==> src/rtl/bw_pkg.sv <==
package bw_pkg;
   typedef enum logic [1:0] {
      PH_IDLE = 2'd0,
      PH_ADDR = 2'd1,
      PH_DATA = 2'd2
   } bw_phase_e;
endpackage

==> src/rtl/bw_tick_gen.sv <==
// Divides running clocks into units of 2^SHIFT; tick marks the last clock of a unit.
module bw_tick_gen #(
   parameter int SHIFT = 3
) (
   input  logic clk,
   input  logic rst_n,
   input  logic clr,
   input  logic run,
   output logic tick
);
   generate
      if (SHIFT == 0) begin : g_direct
         assign tick = run;
      end else begin : g_div
         logic [SHIFT-1:0] pre;
         always_ff @(posedge clk) begin
            if (!rst_n)    pre <= '0;
            else if (clr)  pre <= '0;
            else if (run)  pre <= pre + 1'b1;
         end
         assign tick = run && (pre == {SHIFT{1'b1}});
      end
   endgenerate
endmodule

==> src/rtl/bw_unit_timer.sv <==
// Counts completed units; flags expiry on the tick that completes the limit.
module bw_unit_timer #(
   parameter int LIMIT_W = 8
) (
   input  logic               clk,
   input  logic               rst_n,
   input  logic               clr,
   input  logic               tick,
   input  logic [LIMIT_W-1:0] limit_units,
   output logic               expire
);
   localparam int CNT_W = LIMIT_W + 1;

   logic [CNT_W-1:0] units;
   logic [CNT_W-1:0] lim_eff;

   always_comb begin
      if (limit_units == '0) lim_eff = CNT_W'(1) << LIMIT_W;
      else                   lim_eff = {1'b0, limit_units};
   end

   always_ff @(posedge clk) begin
      if (!rst_n)     units <= '0;
      else if (clr)   units <= '0;
      else if (tick)  units <= units + 1'b1;
   end

   assign expire = tick && (units == lim_eff - 1'b1);
endmodule

==> src/rtl/bw_phase_ctl.sv <==
// Tracks the access phase and issues the error strobe on expiry.
module bw_phase_ctl
   import bw_pkg::*;
(
   input  logic      clk,
   input  logic      rst_n,
   input  logic      mon_en,
   input  logic      xfer_start,
   input  logic      aack,
   input  logic      dack,
   input  logic      expire,
   output bw_phase_e phase,
   output logic      timer_clr,
   output logic      timer_run,
   output logic      err_q
);
   bw_phase_e ph_nxt;
   logic      fire;
   logic      waiting;

   always_comb begin
      waiting = ((phase == PH_ADDR) && !aack) || ((phase == PH_DATA) && !dack);
      ph_nxt  = phase;
      fire    = 1'b0;
      if (!mon_en) begin
         ph_nxt = PH_IDLE;
      end else begin
         unique case (phase)
            PH_IDLE: if (xfer_start) ph_nxt = PH_ADDR;
            PH_ADDR: begin
               if (aack)        ph_nxt = dack ? PH_IDLE : PH_DATA;
               else if (expire) begin ph_nxt = PH_IDLE; fire = 1'b1; end
            end
            PH_DATA: begin
               if (dack)        ph_nxt = PH_IDLE;
               else if (expire) begin ph_nxt = PH_IDLE; fire = 1'b1; end
            end
            default: ph_nxt = PH_IDLE;
         endcase
      end
      timer_run = mon_en && waiting;
      timer_clr = (ph_nxt != phase) || (phase == PH_IDLE);
   end

   always_ff @(posedge clk) begin
      if (!rst_n) begin
         phase <= PH_IDLE;
         err_q <= 1'b0;
      end else begin
         phase <= ph_nxt;
         err_q <= fire;
      end
   end
endmodule

==> src/rtl/bus_ack_watchdog.sv <==
module bus_ack_watchdog
   import bw_pkg::*;
#(
   parameter int LIMIT_W    = 8,
   parameter int UNIT_SHIFT = 3
) (
   input  logic               clk,
   input  logic               rst_n,
   input  logic               mon_en,
   input  logic               xfer_start,
   input  logic               aack,
   input  logic               dack,
   input  logic [LIMIT_W-1:0] limit_units,
   output logic               xfer_err
);
   generate
      if (LIMIT_W < 1 || LIMIT_W > 16) begin : g_bad_limit_w
         $error("LIMIT_W must lie in 1..16");
      end
      if (UNIT_SHIFT < 0 || UNIT_SHIFT > 12) begin : g_bad_shift
         $error("UNIT_SHIFT must lie in 0..12");
      end
   endgenerate

   bw_phase_e ph;
   logic      t_clr;
   logic      t_run;
   logic      t_tick;
   logic      t_expire;

   bw_phase_ctl u_ctl (
      .clk        (clk),
      .rst_n      (rst_n),
      .mon_en     (mon_en),
      .xfer_start (xfer_start),
      .aack       (aack),
      .dack       (dack),
      .expire     (t_expire),
      .phase      (ph),
      .timer_clr  (t_clr),
      .timer_run  (t_run),
      .err_q      (xfer_err)
   );

   bw_tick_gen #(.SHIFT(UNIT_SHIFT)) u_tick (
      .clk   (clk),
      .rst_n (rst_n),
      .clr   (t_clr),
      .run   (t_run),
      .tick  (t_tick)
   );

   bw_unit_timer #(.LIMIT_W(LIMIT_W)) u_units (
      .clk         (clk),
      .rst_n       (rst_n),
      .clr         (t_clr),
      .tick        (t_tick),
      .limit_units (limit_units),
      .expire      (t_expire)
   );
endmodule

==> config.mk <==
export PLATFORM = sky130hd
export DESIGN_NAME = bus_ack_watchdog
export DESIGN_NICKNAME = d
export VERILOG_FILES = /design/src/rtl/bw_pkg.sv /design/src/rtl/bw_tick_gen.sv /design/src/rtl/bw_unit_timer.sv /design/src/rtl/bw_phase_ctl.sv /design/src/rtl/bus_ack_watchdog.sv
export SDC_FILE = /design/constraint.sdc
export NUM_CORES = 1
export LEC_CHECK = 0
export ABC_AREA = 1
export CAP_MARGIN = 5
export CORE_MARGIN = 4
export CORE_UTILIZATION = 50
export CTS_CLUSTER_SIZE = 16
export DETAILED_ROUTE_END_ITERATION = 16
export PLACE_DENSITY = 0.87
export REMOVE_ABC_BUFFERS = 1
export SETUP_SLACK_MARGIN = 0.1
export SYNTH_ARGS = -nofsm -noshare
export SYNTH_HDL_FRONTEND = slang
export SYNTH_SLANG_ARGS = --single-unit
==> constraint.sdc <==
create_clock -name clk -period 2.1 [get_ports clk]
set_clock_uncertainty 0.15 [all_clocks]
set_input_delay 0.315 -clock clk [delete_from_list [all_inputs] [get_ports clk]]
set_output_delay 0.315 -clock clk [all_outputs]
set_load 0.005 [all_outputs]
### Yosys cells after proc, flatten, opt, wreduce, memory -nomap -nowiden

Index checks and enable logic that the tools add are counted.
W data, S select, Z words.

* bits in registers: 15
* input bits: 14
* output and inout port bits: 1
* logic and storage cells: 38

* add/subtract/negate cells: 3
* equal/unequal tests: 5
* muxes and demuxes: 12
* bitwise operators: 1
* reductions and logical operators: 13

Operator list (count)
* $mux W2: 6
* $add A9 B1 Y9 const B: 1
* $eq A9 B9 Y1: 1
* $mux W9: 1
* $sub A9 B1 Y9 const B: 1
* $logic_not A8 Y1: 1
* $pmux W2 S3: 1
* $logic_and A1 B1 Y1: 5
* $add A3 B1 Y3 const B: 1
* $eq A3 B3 Y1 const B: 1
* $mux W1: 3
* $eq A2 B1 Y1 const B: 1
* $eq A2 B2 Y1 const B: 1
* $logic_not A1 Y1: 2
* $logic_not A2 Y1: 1
* $logic_or A1 B1 Y1: 2
* $ne A2 B2 Y1: 1
* $pmux W1 S2: 1
* $reduce_and A2 Y1: 1
* $reduce_or A2 Y1: 1
* $not A1 Y1: 1

### Depth between registers and ports, before layout

Gate-level depths: netlist of run 1.

* word-level depth: 13
* gate-level depth with buffers: 17
* mapped depth without buffers: 16

### By module

Synthesis of run 1 repeated with hierarchy kept, for this count alone.

* cells, all modules: 196
* area total of the unflattened synthesis: 1227.4 µm²

By module, submodules not included
* bw_unit_timer: instances 1, cells an instance 133, area an instance 795.8 µm²
* bw_phase_ctl: instances 1, cells an instance 42, area an instance 281.5 µm²
* bw_tick_gen: instances 1, cells an instance 21, area an instance 150.1 µm²

### Least setup slack after synthesis of run 1

No wires, ideal clock.

* path type: register to register
* from: register u_ctl.phase[1]
* to: register u_units.units[5]
* arrival: 1863 ps
* required time: 1830 ps
* setup slack: -33 ps
* cell stages (with the launch flop): 17
* clock period less this slack: 2133 ps
* path through: dfxtp_1 -> inv_1 -> ha_1 -> inv_1 -> o21ai_2 -> nand3_2 -> nor2_1 -> nand2_1 -> nor2_1 -> nand3_1 -> o21bai_1 -> nand2_1 -> nand2_1 -> nand2_1 -> nand2_2 -> buf_6 -> nor3_2

* word-level cells in the longest chain between the ends: 13
* elaborated cells between the ends (all ways): 18

RTL lines
* start, declared: RTL line bw_phase_ctl.sv:12 `output bw_phase_e phase,`
* start signal, assigned: RTL line bw_phase_ctl.sv:50 `phase <= ph_nxt;`
* $eq A2 B1 Y1 / $eq A2 B2 Y1 (equally long branches): RTL line bw_phase_ctl.sv:22, bw_phase_ctl.sv:28
* $logic_and A1 B1 Y1: RTL line bw_phase_ctl.sv:22 `waiting = ((phase == PH_ADDR) && !aack) || ((phase == PH_DATA) && !dack);`
* $logic_or A1 B1 Y1: RTL line bw_phase_ctl.sv:22
* $logic_and A1 B1 Y1: RTL line bw_phase_ctl.sv:41 `timer_run = mon_en && waiting;`
* $logic_and A1 B1 Y1: RTL line bw_tick_gen.sv:21 `assign tick = run && (pre == {SHIFT{1'b1}});`
* $logic_and A1 B1 Y1: RTL line bw_unit_timer.sv:28 `assign expire = tick && (units == lim_eff - 1'b1);`
* $mux W2: RTL line bw_phase_ctl.sv:32, bw_phase_ctl.sv:36
* $mux W2, on equally long branches: RTL line bw_phase_ctl.sv:35, bw_phase_ctl.sv:31
* $pmux W2 S3: RTL line bw_phase_ctl.sv:28 `unique case (phase)`
* $mux W2: RTL line bw_phase_ctl.sv:25 `if (!mon_en) begin`
* $ne A2 B2 Y1: RTL line bw_phase_ctl.sv:42 `timer_clr = (ph_nxt != phase) || (phase == PH_IDLE);`
* $logic_or A1 B1 Y1: RTL line bw_phase_ctl.sv:42
* $reduce_or A2 Y1 (no line)
* end signal, assigned: RTL line bw_unit_timer.sv:25 `else if (tick) units <= units + 1'b1;`
* end, declared: RTL line bw_unit_timer.sv:14 `logic [CNT_W-1:0] units;`

Parallel ways exist; a longest one is shown, timed or not.
A chain may end at the register's enable or synchronous reset.

### Worst setup path after layout of run 1

* from: register u_ctl.phase[1]
* to: register u_units.units[8]

Same word-level chain as after synthesis.

==> results of run 1 <==
-- power groups by stage --
| stage | sequential [mW] | combinational, mW | clock [mW] |
|---|---|---|---|
| final | 0.287 | 0.166 | 0.169 |
| after global routing | 0.287 | 0.179 | 0.181 |
| after CTS | 0.287 | 0.158 | 0.171 |
| after detailed placement | 0.293 | 0.141 | 0 |
| after global placement | 0.293 | 0.135 | 0 |
| after floorplan | 0.293 | 0.0656 | 0 |
-- worst max-delay path by stage --
stage / slack [ns] / startpoint / cells after the start / end
after floorplan: -0.09 / u_ctl.phase[1] / 14 / u_tick.g_div.pre[1]
after global placement: -0.52 / limit_units[0] / 16 / u_tick.g_div.pre[1]
after detailed placement: -0.66 / limit_units[0] / 15 / u_tick.g_div.pre[1]
after CTS: -0.10 / u_ctl.phase[1] / 15 / u_tick.g_div.pre[1]
after global routing: -0.30 / limit_units[1] / 17 / u_tick.g_div.pre[2]
final: -0.14 / u_ctl.phase[1] / 12 / u_units.units[8]
-- logic make-up (layout without fill, tap and decap cells) --
group	after synthesis	in the layout	share of synthesized area, %
adders and majority gates	9	9	8.89
DFF	15	15	23.7
xor gates and xnor gates	13	13	8.99
buffers and inverters	27	72	9.19
and+or+nand+nor	99	99	41.4
AOI/OAI and AO/OA	9	9	5.43
muxes	3	3	2.37
-- cells in the mapped netlist (2+ instances only) --
library cell	number	area, sq um
o21ai_0	3	15.0
xnor2_1	3	26.3
nand2_2	2	12.5
inv_1	25	93.8
nand2_1	40	150
dfxtp_1	15	300
ha_1	9	113
nor4_1	3	18.8
nor3_2	10	100
buf_6	2	22.5
xor2_1	10	87.6
nand3_1	14	70.1
nor2_1	16	60.1
nand3_2	5	50.1
mux2i_1	3	30.0
nor3_1	4	20.0
o21bai_1	2	15.0
-- worst min-delay path: cells and delay by family, from the launching register on --
kind | cells | cell delay, ns
flops | 1 | 0.32
mux | 1 | 0.18
simple gates | 1 | 0.07
-- repair_timing --
action / 4_1_cts / 5_1_grt
pin swaps: 12 / 11
gates cloned: 1 / 0
resized for setup: 28 / 9
buffers inserted: 6 / 3
setup endpoints to repair: 15 / 15
endpoints found under the hold margin: 0 / 0
-- registers in the layout, summed over array words and instances, names as in the netlist --
name,cells
u_units.units,9
u_tick.g_div.pre,3
u_ctl.phase,2
u_ctl.err_q,1
-- layout make-up --
class / instances / area, sq um
fill: 156 / 509
inverter: 25 / 93.8
sequential: 15 / 305
clock buffer: 4 / 26.3
multi-input combinational: 133 / 940
tap: 28 / 35.0
timing repair buffer: 43 / 409
-- routing by layer --
metal | GRT usage, % | vias up
met5 | 0 | -
met4 | 15.6 | 0
met3 | 4.17 | 10
met2 | 37.8 | 34
met1 | 21.4 | 606
li1 | - | 654
==> impl_metrics.csv, run 1 <==
group,metric,value,unit
floorplanning,fp.dieH,58.3,um
global_routing,gr-total-overflow,0,
clock_network,cts_hold_buf,0,
timing,fin_tns_setup,-1.40,ns
critical_path,reg2reg_from,"u_ctl.phase[1]",
clock_network,clk_latency,0.29,ns
clock_network,cts.htree.levels,1,
critical_path,path_delay_family,"simple AND/OR/NAND/NOR gates",
critical_path,crit_required,2.18,ns
placement,placedInstanceArea,1620,sq um
global_routing,grt_pass1_wl,5510,um
synth,synthArstFlopShare,0,%
routing,antenna_left,0,
synth,synth_edf_count,0,
floorplanning,initial_core_util,54.6,%
routing,top_layer,"met4",
synth,synthCells,175,
routing,first_iter_violations,47,
critical_path,worstPathArrival,2.32,ns
hold_path,holdCritStartpoint,"u_tick.g_div.pre[2]",
critical_path,critPathMaxStageDelay,0.35,ns
critical_path,reg2regPathDepth,12,
power,power,0.621,mW
critical_path,cp.buffers_inverters,4,
critical_path,endpoint_kind,"flop",
cells_and_area,fin_nets,244,
cells_and_area,synthToLayoutAreaGrowth,42.9,%
routing,wl_per_cell,14.5,um
cells_and_area,fin_area,1810,sq um
power,vdd_ir_drop_max,0.389,mV
critical_path,start_kind,"flop",
timing,clock.fmax,0.447,GHz
power,combPwrFrac,26.7,%
power,p_clk_share,27.2,%
synth,ys_ff_latch,15,
flow_run,max_cap_viol_count,0,
clock_network,numCtsBuffers,3,
cells_and_area,stdcell_count,248,
critical_path,reg2reg_slack,-0.14,ns
timing,setup_viol_count_final,12,
timing,whs,0.455,ns
floorplanning,coreArea,2320,sq um
floorplanning,io_pins,15,
floorplanning,die_area,3400,sq um
routing,vias,1304,
critical_path,path_cells,"inv_2 -> ha_4 -> inv_2 -> o21ai_4 -> nand3_2 -> buf_4 -> buf_4 -> nor2_1 -> nand3_1 -> nor4_2 -> xnor2_1 -> nor3_2",
synth,synth_cell_type_count,26,
status,violations,"setup timing",
routing,vias_per_cell,5.26,
global_routing,grt_pass1_vias,1325,
timing,setup_ws,-0.139,ns
power,p_switching,0.184,mW
cells_and_area,fin_util,78.0,%
placement,dp_slack,-0.658,ns
floorplanning,dieWidth,58.3,um
routing,wl_met3,126,um
hold_path,hp-class,"flop to flop",
timing,slew_headroom,73.2,%
timing,rsz0062_at_grt,"yes",
cells_and_area,final_cell_mix,"nand2_1 (37), buf_4 (25), inv_1 (20)",
global_routing,grt_start_max_net_pins,13,
status,status,"finished with violations",
clock_network,clkSinkCount,15,
timing,finalCritPeriodShare,107,%
power,seqPwrFrac,46.2,%
routing,totalWireLength,3590,um
cells_and_area,drive_gt1_share,33.6,%
routing,routed-wl-met2,1880,um
critical_path,path_max_fanout,6,
hold_path,min_to,"u_tick.g_div.pre[2]",
synth,synth_area_per_cell,7.24,sq um
power,power_density,343,nW/um^2
routing,drt_first_pass_iters,4,
power,p_int,0.438,mW
hold_path,worstHoldPathCells,2,
critical_path,critical_path_class,"flop to flop",
global_routing,grt_usage,21.1,%
routing,drc,0,
cells_and_area,antenna_cells,0,
critical_path,crit_slowest_cell,"dfxtp_2",
clock_network,cts_max_path_buffers,2,
timing,tightest_slew,0.401,ns
timing,timing.final.crit_period,2.24,ns
timing,hold_violations,0,
placement,hpwl,2470,um
placement,place_congestion,0.966,
timing,slew_violations,0,
floorplanning,rows,17,
power,power.leakage,0.834,nW
placement,place_inst,238,
clock_network,clk_pin_slew,0.09,ns
power,swShare,29.6,%
critical_path,r2r-end,"u_units.units[8]",
routing,drt-met1-wl,1480,um
synth,syn_area,1270,sq um
synth,ys.flop_type,"dfxtp_1",
global_routing,antenna_found_initial,0,
synth,yosysWarnings,0,
placement,io_buffer_count,14,
synth,ys_seq_area_share,23.7,%
clock_network,cts_root_buffer,"clkbuf_4",
clock_network,tritoncts,"done",
cells_and_area,mostFrequentLayoutCell,"nand2_1",
No activity file was read; power rests on OpenSTA's default activity.
==> run 2: changes to the inputs <==
Settings changed: TNS_END_PERCENT from default to 5.
==> impl_metrics.csv, run 2 (synthesis results as in run 1) <==
group,metric,value,unit
critical_path,worstPathArrival,2.31,ns
cells_and_area,antenna_cells,0,
clock_network,numCtsBuffers,3,
power,vdd_ir_drop_max,0.385,mV
critical_path,endpoint_kind,"flop",
cells_and_area,stdcell_count,247,
routing,drt_first_pass_iters,4,
routing,vias,1289,
global_routing,antenna_found_initial,0,
placement,dp_slack,-0.658,ns
flow_run,max_cap_viol_count,0,
hold_path,hp-class,"flop to flop",
routing,vias_per_cell,5.22,
clock_network,cts_hold_buf,0,
timing,setup_viol_count_final,12,
global_routing,gr-total-overflow,0,
cells_and_area,final_cell_mix,"nand2_1 (37), buf_4 (24), inv_1 (20)",
timing,slew_violations,0,
routing,antenna_left,0,
floorplanning,die_area,3400,sq um
cells_and_area,drive_gt1_share,33.3,%
cells_and_area,largest_reg_flops,9,
global_routing,grt_pass1_vias,1292,
clock_network,cts_max_path_buffers,2,
routing,drt-met1-wl,1450,um
timing,slew_headroom,73.0,%
cells_and_area,synthToLayoutAreaGrowth,42.1,%
clock_network,clkSinkCount,15,
floorplanning,coreArea,2320,sq um
timing,timing.final.crit_period,2.23,ns
placement,hpwl,2470,um
floorplanning,io_pins,15,
critical_path,path_max_fanout,6,
status,status,"finished with violations",
floorplanning,rows,17,
placement,io_buffer_count,14,
routing,wl_met3,114,um
placement,place_congestion,0.966,
clock_network,clk_pin_slew,0.09,ns
critical_path,crit_required,2.18,ns
timing,hold_violations,0,
status,violations,"setup timing",
cells_and_area,fin_util,77.6,%
power,power.leakage,0.821,nW
routing,first_iter_violations,41,
global_routing,grt_usage,20.9,%
timing,rsz0062_at_grt,"yes",
clock_network,cts_root_buffer,"clkbuf_4",
cells_and_area,top_register,"u_units.units",
timing,clock.fmax,0.449,GHz
clock_network,tritoncts,"done",
clock_network,clk_latency,0.29,ns
routing,totalWireLength,3430,um
routing,routed-wl-met2,1760,um
floorplanning,initial_core_util,54.6,%
critical_path,reg2reg_slack,-0.13,ns
routing,wl_per_cell,13.9,um
timing,finalCritPeriodShare,106,%
power,power_density,345,nW/um^2
critical_path,start_kind,"flop",
timing,whs,0.455,ns
cells_and_area,fin_nets,243,
floorplanning,fp.dieH,58.3,um
cells_and_area,top_regs,"u_units.units: 9 flops, u_tick.g_div.pre: 3 flops, u_ctl.phase: 2 flops",
cells_and_area,mostFrequentLayoutCell,"nand2_1",
global_routing,grt_pass1_wl,5460,um
critical_path,critical_path_class,"flop to flop",
floorplanning,dieWidth,58.3,um
placement,place_inst,238,
clock_network,cts.htree.levels,1,
timing,setup_ws,-0.129,ns
routing,drc,0,
routing,top_layer,"met4",
timing,tightest_slew,0.404,ns
global_routing,grt_start_max_net_pins,13,
==> run 2: changes by cell type in the layout (fill, tap and decap cells not counted) <==
cell and delta:
clkdlybuf4s50_1 +1, buf_4 -1, dlymetal6s2s_1 -1
==> run 2: layer usage <==
layer | track usage (%) | vias to the layer above
met5 | 0 | -
met4 | 14.2 | 0
met3 | 3.51 | 10
met2 | 37.5 | 33
met1 | 22.0 | 591
li1 | - | 655
==> run 2: final timing paths <==
path | start | end | depth (start not counted)
worst max-delay path | u_ctl.phase[0] | u_units.units[8] | 12
worst min-delay path | u_tick.g_div.pre[2] | u_tick.g_div.pre[2] | 2
worst max register to register | u_ctl.phase[0] | u_units.units[8] | 12
worst min register to register | u_tick.g_div.pre[2] | u_tick.g_div.pre[2] | 2
==> run 2: what timing repair did <==
item / CTS / global route
gates cloned: 1 / 0
setup endpoints to repair: 15 / 15
buffers inserted: 2 / 2
hold endpoints to repair: 0 / 0
resized for setup: 28 / 8
pin swaps: 12 / 10
==> run 2: report_power, final <==
group	total, mW	internal [mW]	leakage [nW]	switching, mW
clock network	0.169	0.0740	0.0150	0.0953
registers	0.287	0.285	0.122	0.00200
logic	0.164	0.0790	0.684	0.0852
==> run 2: critical path: stages, from the launching register on <==
cell,delay [ns]
dfxtp_4,0.37
inv_2,0.06
ha_1,0.14
nand2_1,0.09
o21ai_4,0.09
nand3_2,0.11
buf_4,0.15
buf_4,0.15
nor2_1,0.13
nand3_1,0.16
nor4_2,0.27
xnor2_1,0.13
nor3_2,0.17
==> run 2: through the flow <==
stage          cell area [sq um]  total power [mW]  TNS (ns)
4_1_cts                     1760             0.616     -1.04
6_report                    1800             0.620     -1.00
5_1_grt                     1800             0.646     -3.13
3_3_place_gp                1620             0.428     -7.07
3_5_place_dp                1620             0.434     -8.35
2_1_floorplan               1240             0.359    -0.813
==> run 2: cell type report <==
cell class                      instances  area (sq um)
Inverter                               25          93.8
Multi-Input combinational cell        133           940
Tap cell                               28          35.0
Clock buffer                            4          26.3
Sequential cell                        15           305
Fill cell                             159           519
Timing Repair Buffer                   42           399
